File: config.mk
export PLATFORM = sky130hd
export DESIGN_NAME = isq_top
export DESIGN_NICKNAME = d
export VERILOG_FILES = /design/src/rtl/isq_pkg.sv /design/src/rtl/isq_flag_bank.sv /design/src/rtl/isq_prio_enc.sv /design/src/rtl/isq_seq_fsm.sv /design/src/rtl/isq_top.sv
export SDC_FILE = /design/constraint.sdc
export NUM_CORES = 1
export LEC_CHECK = 0
export ABC_AREA = 1
export BUFFER_PORTS_ARGS = -buffer_cell sky130_fd_sc_hd__buf_2
export CAP_MARGIN = 30
export CORE_MARGIN = 2
export CORE_UTILIZATION = 42
export DETAILED_ROUTE_END_ITERATION = 10
export PLACE_DENSITY = 0.76
export SLEW_MARGIN = 5
export SYNTH_ARGS = -nofsm -noshare
export SYNTH_HDL_FRONTEND = slang
export SYNTH_SLANG_ARGS = --single-unit
File: constraint.sdc
create_clock -name clk -period 1.2 [get_ports clk]
set_input_delay 0.36 -clock clk [delete_from_list [all_inputs] [get_ports clk]]
set_output_delay 0.36 -clock clk [all_outputs]
set_load 0.01 [all_outputs]
File: src/rtl/isq_pkg.sv
package isq_pkg;

    typedef enum logic [2:0] {
        ST_RUN      = 3'd0,
        ST_ENTRY    = 3'd1,
        ST_JUMP     = 3'd2,
        ST_RETURN   = 3'd3,
        ST_ONE_INSN = 3'd4
    } isq_state_e;

    localparam int ENTRY_CYCLES  = 4;
    localparam int JUMP_CYCLES   = 2;
    localparam int RETURN_CYCLES = 4;
    localparam int SEQ_MAX       = 4;
    localparam int SEQ_CNT_W     = $clog2(SEQ_MAX);

endpackage

File: src/rtl/isq_flag_bank.sv
module isq_flag_bank #(
    parameter int NUM_SRC = 8
) (
    input  logic               clk,
    input  logic               rst_n,
    input  logic [NUM_SRC-1:0] set_i,
    input  logic               clr_we_i,
    input  logic [NUM_SRC-1:0] clr_data_i,
    input  logic [NUM_SRC-1:0] hw_clr_i,
    output logic [NUM_SRC-1:0] flags_o
);

    for (genvar g = 0; g < NUM_SRC; g++) begin : g_flag
        logic pend_q;
        logic sw_clr;

        assign sw_clr = clr_we_i && clr_data_i[g];

        always_ff @(posedge clk) begin
            if (!rst_n) begin
                pend_q <= 1'b0;
            end else if (set_i[g]) begin
                pend_q <= 1'b1;
            end else if (sw_clr || hw_clr_i[g]) begin
                pend_q <= 1'b0;
            end
        end

        assign flags_o[g] = pend_q;
    end

endmodule

File: src/rtl/isq_prio_enc.sv
module isq_prio_enc #(
    parameter int NUM_SRC = 8,
    parameter int IDW     = 3
) (
    input  logic [NUM_SRC-1:0] req_i,
    output logic               valid_o,
    output logic [IDW-1:0]     idx_o
);

    always_comb begin
        valid_o = 1'b0;
        idx_o   = '0;
        for (int i = NUM_SRC - 1; i >= 0; i--) begin
            if (req_i[i]) begin
                valid_o = 1'b1;
                idx_o   = IDW'(i);
            end
        end
    end

endmodule

File: src/rtl/isq_seq_fsm.sv
module isq_seq_fsm
    import isq_pkg::*;
#(
    parameter int NUM_SRC = 8,
    parameter int PC_W    = 10,
    parameter int IDW     = 3
) (
    input  logic               clk,
    input  logic               rst_n,
    input  logic               req_valid_i,
    input  logic [IDW-1:0]     req_idx_i,
    input  logic               instr_retire_i,
    input  logic               reti_i,
    input  logic [PC_W-1:0]    pc_i,
    input  logic [PC_W-1:0]    pop_data_i,
    input  logic               gie_wr_i,
    input  logic               gie_wdata_i,
    output logic               gie_o,
    output logic               hold_o,
    output logic               ack_o,
    output logic [IDW-1:0]     ack_id_o,
    output logic [NUM_SRC-1:0] hw_clr_o,
    output logic               push_o,
    output logic [PC_W-1:0]    push_data_o,
    output logic               pop_o,
    output logic               pc_load_o,
    output logic [PC_W-1:0]    pc_load_addr_o
);

    localparam logic [SEQ_CNT_W-1:0] ENTRY_LAST  = SEQ_CNT_W'(ENTRY_CYCLES - 1);
    localparam logic [SEQ_CNT_W-1:0] JUMP_LAST   = SEQ_CNT_W'(JUMP_CYCLES - 1);
    localparam logic [SEQ_CNT_W-1:0] RETURN_LAST = SEQ_CNT_W'(RETURN_CYCLES - 1);
    localparam logic [SEQ_CNT_W-1:0] ACK_SLOT    = SEQ_CNT_W'(0);
    localparam logic [SEQ_CNT_W-1:0] PUSH_SLOT   = SEQ_CNT_W'(1);
    localparam logic [SEQ_CNT_W-1:0] POP_SLOT    = SEQ_CNT_W'(0);
    localparam logic [SEQ_CNT_W-1:0] CAPT_SLOT   = SEQ_CNT_W'(1);

    isq_state_e             state_q, state_n;
    logic [SEQ_CNT_W-1:0]   cnt_q, cnt_n;
    logic [IDW-1:0]         sel_q, sel_n;
    logic [PC_W-1:0]        ret_pc_q, ret_pc_n;
    logic                   gie_q, gie_n;

    // Next-state and datapath decisions
    always_comb begin
        state_n  = state_q;
        cnt_n    = cnt_q;
        sel_n    = sel_q;
        ret_pc_n = ret_pc_q;
        gie_n    = gie_q;
        unique case (state_q)
            ST_RUN: begin
                if (instr_retire_i && reti_i) begin
                    state_n = ST_RETURN;
                    cnt_n   = '0;
                end else if (instr_retire_i && gie_q && req_valid_i) begin
                    state_n  = ST_ENTRY;
                    cnt_n    = '0;
                    sel_n    = req_idx_i;
                    ret_pc_n = pc_i;
                    gie_n    = 1'b0;
                end else if (gie_wr_i) begin
                    gie_n = gie_wdata_i;
                end
            end
            ST_ENTRY: begin
                if (cnt_q == ENTRY_LAST) begin
                    state_n = ST_JUMP;
                    cnt_n   = '0;
                end else begin
                    cnt_n = cnt_q + 1'b1;
                end
            end
            ST_JUMP: begin
                if (cnt_q == JUMP_LAST) begin
                    state_n = ST_RUN;
                    cnt_n   = '0;
                end else begin
                    cnt_n = cnt_q + 1'b1;
                end
            end
            ST_RETURN: begin
                if (cnt_q == CAPT_SLOT) begin
                    ret_pc_n = pop_data_i;
                end
                if (cnt_q == RETURN_LAST) begin
                    state_n = ST_ONE_INSN;
                    cnt_n   = '0;
                    gie_n   = 1'b1;
                end else begin
                    cnt_n = cnt_q + 1'b1;
                end
            end
            ST_ONE_INSN: begin
                if (instr_retire_i && reti_i) begin
                    state_n = ST_RETURN;
                    cnt_n   = '0;
                end else begin
                    if (instr_retire_i) begin
                        state_n = ST_RUN;
                    end
                    if (gie_wr_i) begin
                        gie_n = gie_wdata_i;
                    end
                end
            end
            default: begin
                state_n = ST_RUN;
                cnt_n   = '0;
            end
        endcase
    end

    // State register
    always_ff @(posedge clk) begin
        if (!rst_n) begin
            state_q  <= ST_RUN;
            cnt_q    <= '0;
            sel_q    <= '0;
            ret_pc_q <= '0;
            gie_q    <= 1'b0;
        end else begin
            state_q  <= state_n;
            cnt_q    <= cnt_n;
            sel_q    <= sel_n;
            ret_pc_q <= ret_pc_n;
            gie_q    <= gie_n;
        end
    end

    // Moore outputs
    always_comb begin
        ack_o          = 1'b0;
        push_o         = 1'b0;
        pop_o          = 1'b0;
        pc_load_o      = 1'b0;
        pc_load_addr_o = ret_pc_q;
        hold_o         = 1'b0;
        hw_clr_o       = '0;
        unique case (state_q)
            ST_ENTRY: begin
                hold_o = 1'b1;
                ack_o  = (cnt_q == ACK_SLOT);
                push_o = (cnt_q == PUSH_SLOT);
                if (cnt_q == ACK_SLOT) begin
                    hw_clr_o[sel_q] = 1'b1;
                end
            end
            ST_JUMP: begin
                hold_o         = 1'b1;
                pc_load_o      = (cnt_q == JUMP_LAST);
                pc_load_addr_o = PC_W'(sel_q) + PC_W'(1);
            end
            ST_RETURN: begin
                hold_o    = 1'b1;
                pop_o     = (cnt_q == POP_SLOT);
                pc_load_o = (cnt_q == RETURN_LAST);
            end
            ST_RUN, ST_ONE_INSN: begin
                hold_o = 1'b0;
            end
            default: begin
                hold_o = 1'b0;
            end
        endcase
    end

    assign gie_o       = gie_q;
    assign ack_id_o    = sel_q;
    assign push_data_o = ret_pc_q;

endmodule

File: src/rtl/isq_top.sv
module isq_top #(
    parameter int NUM_SRC = 8,
    parameter int PC_W    = 10,
    localparam int IDW    = (NUM_SRC > 1) ? $clog2(NUM_SRC) : 1
) (
    input  logic               clk,
    input  logic               rst_n,
    input  logic [NUM_SRC-1:0] irq_set_i,
    input  logic [NUM_SRC-1:0] src_en_i,
    input  logic               flag_clr_we_i,
    input  logic [NUM_SRC-1:0] flag_clr_data_i,
    input  logic               gie_wr_i,
    input  logic               gie_wdata_i,
    input  logic               instr_retire_i,
    input  logic               reti_i,
    input  logic [PC_W-1:0]    pc_i,
    input  logic [PC_W-1:0]    pop_data_i,
    output logic [NUM_SRC-1:0] flags_o,
    output logic               gie_o,
    output logic               hold_o,
    output logic               ack_o,
    output logic [IDW-1:0]     ack_id_o,
    output logic               push_o,
    output logic [PC_W-1:0]    push_data_o,
    output logic               pop_o,
    output logic               pc_load_o,
    output logic [PC_W-1:0]    pc_load_addr_o
);

    logic [NUM_SRC-1:0] hw_clr;
    logic [NUM_SRC-1:0] cand;
    logic               cand_valid;
    logic [IDW-1:0]     cand_idx;

    isq_flag_bank #(.NUM_SRC(NUM_SRC)) u_flags (
        .clk        (clk),
        .rst_n      (rst_n),
        .set_i      (irq_set_i),
        .clr_we_i   (flag_clr_we_i),
        .clr_data_i (flag_clr_data_i),
        .hw_clr_i   (hw_clr),
        .flags_o    (flags_o)
    );

    assign cand = flags_o & src_en_i;

    isq_prio_enc #(.NUM_SRC(NUM_SRC), .IDW(IDW)) u_prio (
        .req_i   (cand),
        .valid_o (cand_valid),
        .idx_o   (cand_idx)
    );

    isq_seq_fsm #(.NUM_SRC(NUM_SRC), .PC_W(PC_W), .IDW(IDW)) u_fsm (
        .clk            (clk),
        .rst_n          (rst_n),
        .req_valid_i    (cand_valid),
        .req_idx_i      (cand_idx),
        .instr_retire_i (instr_retire_i),
        .reti_i         (reti_i),
        .pc_i           (pc_i),
        .pop_data_i     (pop_data_i),
        .gie_wr_i       (gie_wr_i),
        .gie_wdata_i    (gie_wdata_i),
        .gie_o          (gie_o),
        .hold_o         (hold_o),
        .ack_o          (ack_o),
        .ack_id_o       (ack_id_o),
        .hw_clr_o       (hw_clr),
        .push_o         (push_o),
        .push_data_o    (push_data_o),
        .pop_o          (pop_o),
        .pc_load_o      (pc_load_o),
        .pc_load_addr_o (pc_load_addr_o)
    );

endmodule

==> impl_metrics.tcl, run 1 <==
set metrics [dict create \
    die_height_microns 70.6 \
    finalMaxSlewViolations 0 \
    final-instance-count-excl-fill 491 \
    ys_seq_elements 27 \
    cap_violations 0 \
    postPlaceCellArea_sq_mm 0.00277 \
    sw_frac_of_total 0.461 \
    final_net_count 496 \
    synth_cell_types 32 \
    avgRoutedWirePerCell_microns 17.6 \
    finalHoldViolCount 0 \
    viasPerCell 5.49 \
    grt_start_max_net_pins 21 \
    outcome "finished, violations left" \
    worst_clock_skew_ns 0.00742 \
    postSynth.topFlopCell "dfxtp_1" \
    io_pins 88 \
    timing.slew.headroom 0.735 \
    fin_util 0.853 \
    power.share.clock 0.070 \
    clk_pin_slew_worst_paths_ns 0.11 \
    cts_max_path_buffers 2 \
    power.leakage_nw 1.88 \
    share_of_the_clock_period_used_by_the_worst_path_after_layout 1.39 \
    dr.pass1.iters 5 \
    initial_utilization 0.431 \
    min-delay-path-class "primary input to flip-flop" \
    num_rows 24 \
    timing_worst_setup_path_type "flip-flop to output pin" \
    ys_async_sr_fraction 0 \
    fp.dieW_microns 70.6 \
    synth_seq_area_share 0.290 \
    cts_root_buffer "clkbuf_8" \
    critPathLaunchType "flip-flop" \
    netlist_area_sq_mm 0.00186 \
    drt_iter0_markers 170 \
    globalRouteOverflowTotal 0 \
    reg2reg_setup_slack_ns -0.37 \
    global_route_usage_over_all_layers 0.248 \
    failed_checks "setup timing" \
    finalInstanceArea_sq_mm 0.00369 \
    flow.area_growth_from_synthesis_pct 98.1 \
    maxClockFrequency_mhz 599 \
    synth-warning-count 0 \
    worst_skew_pair.late_latency_ns 0.29 \
    critPathBufInv 3 \
    syn-num-nets 350 \
    power_density_mw_per_mm2 2250 \
    finalSetupViolCount 53 \
    cts_inserted_buffers 3 \
    worst-slew-pin-transition_ns 0.396 \
    grt_pass1_vias 2386 \
    power_switching_mw 3.82 \
    port_buffers 87 \
    power.ir.vdd_worst_uv 1250 \
    route.final.wire_length_mm 8.65 \
    delay_of_the_slowest_cell_on_the_worst_path_ns 0.36 \
    route.detailed.drc 0 \
    synth_area_per_cell_sq_um 6.33 \
    worstSetupEndpointType "output pin" \
    dp.cells 463 \
    final_layout_size_suffix_gt1_frac 0.636 \
    dieArea_sq_mm 0.00498 \
    grt_antenna_before_repair 0 \
    gp_routability_congestion 0.878 \
    grt_first_pass_wirelength_mm 10.1 \
    dp_hpwl_mm 4.11 \
    dr_total_vias 2697 \
    edff_count_synth 0 \
    htree_levels 1 \
    final_antenna_net_count 0 \
    share_seq_of_total_power 0.199 \
    cp_slowest_cell "dfxtp_2" \
    final_period_minus_worst_setup_slack_ns 1.67 \
    rsz0062_at_grt "yes" \
    core-area_sq_mm 0.00432 \
    cell_internal_pwr_mw 4.46 \
    antenna_cells_inserted 0 \
    critPathArrivalTime_ns 1.31 \
    synth_instances 294 \
    portion_of_total_power_attributed_to_combinational_logic 0.731 \
    hold_bufs_inserted_after_cts 0 \
    tritoncts_clock_tree "yes" \
    place_worst_setup_slack_ns -0.374 \
    cts_sinks 27 \
    worst_ep_required_time_ns 0.84 \
    cp_top_family "flip-flops" \
    path_cells "inv_4 -> nand2_1 -> inv_2 -> nand2_2 -> nor2_4 -> buf_6" \
    crit_path_max_fanout 4 \
    setup_slack_ns -0.468 \
    hold_slack_ns 0.269 \
]
## synthesized netlist by cell type, types with 2 or more instances
master	n	share of area
nand2_1	89	0.18
a21oi_1	23	0.062
nor2_1	22	0.044
buf_4	9	0.036
nand4_1	5	0.017
ha_1	5	0.034
buf_6	2	0.012
inv_2	2	0.0040
inv_1	44	0.089
nor2_4	2	0.012
nand3_1	13	0.035
nor2_2	2	0.0067
buf_2	5	0.013
o211ai_1	3	0.012
dfxtp_1	27	0.29
a31oi_1	2	0.0067
o21ai_0	15	0.040
nand3b_1	10	0.040
## registers in the layout, indices dropped and copies added, names as in the netlist
name,cells
u_flags.g_flag.pend_q,8
u_fsm.ack_id_o,3
u_fsm.cnt_q,2
u_fsm.gie_o,1
u_fsm.push_data_o,10
u_fsm.state_q,3
## cells in the final DEF (no fill, tap or decap), types with 10 or more instances in the layout
cell type   n
buf_2      67
o21ai_0    10
nand2_2    14
dfxtp_2    16
inv_1      29
buf_4      36
nand2_4    13
inv_2      11
nor2_1     15
nand2_1    59
a21oi_2    15
nand3b_1   10
buf_6      45
## final cells by class
type	instances	area [sq um]
Multi-Input combinational cell	204	1480
Timing Repair Buffer	157	1310
Fill cell	198	637
Sequential cell	27	591
Inverter	47	194
Tap cell	52	65.1
Clock buffer	3	41.3
Clock inverter	1	5.00
## metal layers
layer  vias up  part of all wire  track usage  routed length (microns)
met5         -                 0            0                        0
met4         0             0.057       0.0860                      495
met3        44             0.071       0.0313                      616
met2       171              0.51        0.498                     4420
met1      1262              0.36        0.262                     3120
li1       1220                 -            -                        -
## stage by stage
stage | TNS (ns) | total power [mW]
after global routing | -15.80 | 8.60
after floorplan | -0.220 | 3.67
after detailed placement | -7.69 | 4.94
final | -13.59 | 8.28
after global placement | -6.55 | 4.85
after CTS | -10.94 | 6.20
## path summary, 6_finish.rpt
kind,from,to,depth (start not counted)
setup / recovery,u_fsm.state_q[2],push_o,6
hold / removal,irq_set_i[7],u_flags.g_flag[7].pend_q,3
setup reg to reg,u_fsm.state_q[0],u_fsm.ack_id_o[0],10
hold reg to reg,u_fsm.push_data_o[1],u_fsm.push_data_o[1],2
## cell families after synthesis
| logic type | after synthesis | share of synthesized area |
|---|---|---|
| flip-flops | 27 | 0.290 |
| buffers and inverters | 65 | 0.166 |
| AND/OR/NAND/NOR | 146 | 0.353 |
| XOR/XNOR | 1 | 0.00471 |
| adder cells (fa/ha/maj) | 5 | 0.0336 |
| AO/OA/AOI/OAI | 50 | 0.153 |
## power by group through the flow
stage | registers [mW] | clock network (mW) | logic (mW)
final | 1.65 | 0.582 | 6.05
after floorplan | 1.54 | 0 | 2.14
after global placement | 1.45 | 0 | 3.40
after global routing | 1.67 | 0.596 | 6.34
after detailed placement | 1.46 | 0 | 3.48
after CTS | 1.51 | 0.537 | 4.16
## timing repair
item	4_1_cts	5_1_grt
pin swaps	18	27
gates cloned	0	7
hold endpoints to repair	0	0
setup endpoints to repair	53	53
buffers inserted	11	11
gates resized for setup	82	84
## worst reg2reg max path: stages, from the launching register on
cell and delay, ns:
dfxtp_4 0.38, buf_6 0.12, nor2_4 0.14, nand2_4 0.08
nor2_4 0.16, buf_6 0.15, buf_6 0.10, nand3_4 0.10
nand2_1 0.09, nand2_1 0.05, a21oi_1 0.13
(Power assumes the default switching activity.)
==> inputs of run 2 (changes only) <==
ABC_AREA = not set   (was 1)
PLACE_DENSITY = 0.77   (was 0.76)
==> impl_metrics.tcl, run 2 <==
set metrics [dict create \
    outcome "finished, violations left" \
    failed_checks "setup timing" \
    min-delay-path-class "primary input to flip-flop" \
    finalSetupViolCount 53 \
    layout_commonest_cell "buf_2" \
    final_antenna_net_count 0 \
    worst_clock_skew_ns 0.00732 \
    viasPerCell 6.44 \
    maxClockFrequency_mhz 532 \
    cts_max_path_buffers 2 \
    edff_count_synth 0 \
    cts_root_buffer "clkbuf_8" \
    hold_path_startpoint "irq_set_i[4]" \
    fillCellCount 163 \
    critPathLaunchType "flip-flop" \
    mostFrequentLayoutCells "buf_2, buf_4, buf_6" \
    sw_frac_of_total 0.422 \
    grt_first_pass_wirelength_mm 12.3 \
    flow.area_growth_from_synthesis_pct 102 \
    final_layout_size_suffix_gt1_frac 0.736 \
    dr.pass1.iters 5 \
    ys_seq_elements 27 \
    timing_worst_setup_path_type "flip-flop to output pin" \
    reg2reg_from "u_fsm.state_q[0]" \
    power_switching_mw 2.90 \
    worstReg2RegEnd "u_fsm.ack_id_o[0]" \
    io_pins 88 \
    postSynth.topFlopCell "dfxtp_1" \
    core-area_sq_mm 0.00406 \
    worst_skew_pair.late_latency_ns 0.29 \
    cts_sinks 27 \
    overall_power_mw 6.87 \
    share_of_the_clock_period_used_by_the_worst_path_after_layout 1.57 \
    worst-slew-pin-transition_ns 0.309 \
    synthTopCellsByArea "dfxtp_1, nand2_1, mux2_2" \
    tritoncts_clock_tree "yes" \
    synth_area_per_cell_sq_um 8.41 \
    setup_slack_ns -0.680 \
    cts_inserted_buffers 3 \
    global_route_usage_over_all_layers 0.320 \
    fp.dieW_microns 69.6 \
    synth_top_area_frac 0.299 \
    finalHoldViolCount 0 \
    reg2reg_setup_slack_ns -0.64 \
    fin_tns_setup_ns -20.40 \
    final-instance-count-excl-fill 417 \
    grt_start_max_net_pins 17 \
    power_density_mw_per_mm2 1890 \
    synth_cell_types 48 \
    worst_ep_required_time_ns 0.84 \
    largest_register_ffs 10 \
    cell_internal_pwr_mw 3.98 \
    worstSetupEndpointType "output pin" \
    final_net_count 424 \
    share_seq_of_total_power 0.197 \
    avgRoutedWirePerCell_microns 25.1 \
    route.final.wire_length_mm 10.4 \
    initial_utilization 0.446 \
    ys_async_sr_fraction 0 \
    netlist_area_sq_mm 0.00181 \
    dp.cells 386 \
    globalRouteOverflowTotal 0 \
    portion_of_total_power_attributed_to_combinational_logic 0.721 \
    dieArea_sq_mm 0.00485 \
    min_delay_worst_endpoint "u_flags.g_flag[4].pend_q" \
    grt_pass1_vias 2506 \
    htree_levels 1 \
    synth_seq_area_share 0.299 \
    clk_pin_slew_worst_paths_ns 0.11 \
    dr_total_vias 2684 \
    power.ir.vdd_worst_uv 1260 \
    gp_routability_congestion 0.897 \
    port_buffers 87 \
    syn-num-nets 271 \
    antenna_cells_inserted 0 \
    die_height_microns 69.6 \
    synth-warning-count 0 \
    cap_violations 0 \
    synth_area_leader_cell "dfxtp_1" \
    finalMaxSlewViolations 0 \
    min_delay_path_depth 2 \
    critPathArrivalTime_ns 1.52 \
    synth_commonest_cells "nand2_1, dfxtp_1, inv_1" \
    num_rows 23 \
    route.detailed.drc 0 \
    grt_antenna_before_repair 0 \
    crit_path_max_fanout 6 \
    hold_bufs_inserted_after_cts 0 \
    multi_input_gate_area_in_the_final_layout_sq_mm 0.00159 \
    drt_iter0_markers 369 \
    power.share.clock 0.082 \
    power.leakage_nw 1.66 \
    final_period_minus_worst_setup_slack_ns 1.88 \
    yosys.cell_count.top_type "nand2_1" \
    rsz0062_at_grt "yes" \
    timing.slew.headroom 0.794 \
    dp_hpwl_mm 4.43 \
    ff_latch_area_sq_um 574 \
    synth_instances 215 \
    reg2reg_depth 5 \
]
run 2: kinds of logic after synthesis:
group / Yosys count / share of synthesized area
flip-flops: 27 / 0.299
buffers and inverters: 32 / 0.0962
XOR/XNOR: 1 / 0.00485
AO/OA/AOI/OAI: 53 / 0.219
adder cells (fa/ha/maj): 5 / 0.0346
multiplexers: 22 / 0.130
AND/OR/NAND/NOR: 75 / 0.217
run 2: cell type report:
class                           instances  share of cell area
Clock buffer                            4              0.0124
Inverter                               13              0.0137
Multi-Input combinational cell        156               0.435
Sequential cell                        27               0.158
Tap cell                               50              0.0172
Timing Repair Buffer                  167               0.364
run 2: how the worst max path moves through the flow:
stage | slack (ns) | startpoint | endpoint
floorplan | -0.30 | u_fsm.state_q[1] | u_fsm.push_data_o[0]
global placement | -0.36 | u_fsm.state_q[0] | u_fsm.ack_id_o[0]
detailed placement | -0.42 | u_fsm.state_q[1] | u_fsm.push_data_o[0]
CTS | -0.59 | u_fsm.state_q[0] | pc_load_addr_o[0]
global route | -0.70 | u_fsm.state_q[0] | pc_load_addr_o[0]
finish | -0.68 | u_fsm.state_q[0] | pc_load_addr_o[0]
run 2: routing by layer:
metal,wire length [microns],part of all wire,track usage
met5,0,0,0
met4,1060,0.10,0.177
met3,1010,0.097,0.0669
met2,4920,0.47,0.580
met1,3460,0.33,0.344
run 2: worst max-delay path, stage by stage, from the launching register on:
cell and delay (ns):
dfxtp_4 0.39, nand2b_4 0.16, nor2_4 0.16, buf_12 0.14, mux2i_4 0.22, buf_2 0.16
run 2: through the flow:
stage	worst slack [ns]	hold WS, ns	util	area (sq um)
finish	-0.680	0.279	0.898	3640
global route	-0.703	0.270	0.898	3640
CTS	-0.591	0.274	0.821	3330
floorplan	-0.295	0.484	-	1970
detailed placement	-0.415	0.469	0.673	2730
global placement	-0.359	0.456	0.673	2730
run 2: power groups by stage:
stage                     Clock (mW)  Combinational, mW  Sequential [mW]
after floorplan                    0               1.71             1.32
after global placement             0               2.85             1.28
after detailed placement           0               2.92             1.30
after CTS                      0.543               4.00             1.31
after global routing           0.601               5.10             1.36
final                          0.566               4.96             1.35
run 2: what timing repair did:
item / 4_1_cts / 5_1_grt
pin swaps: 35 / 16
buffers inserted: 15 / 16
gates cloned: 1 / 0
setup endpoints to repair: 54 / 53
resized for setup: 99 / 45
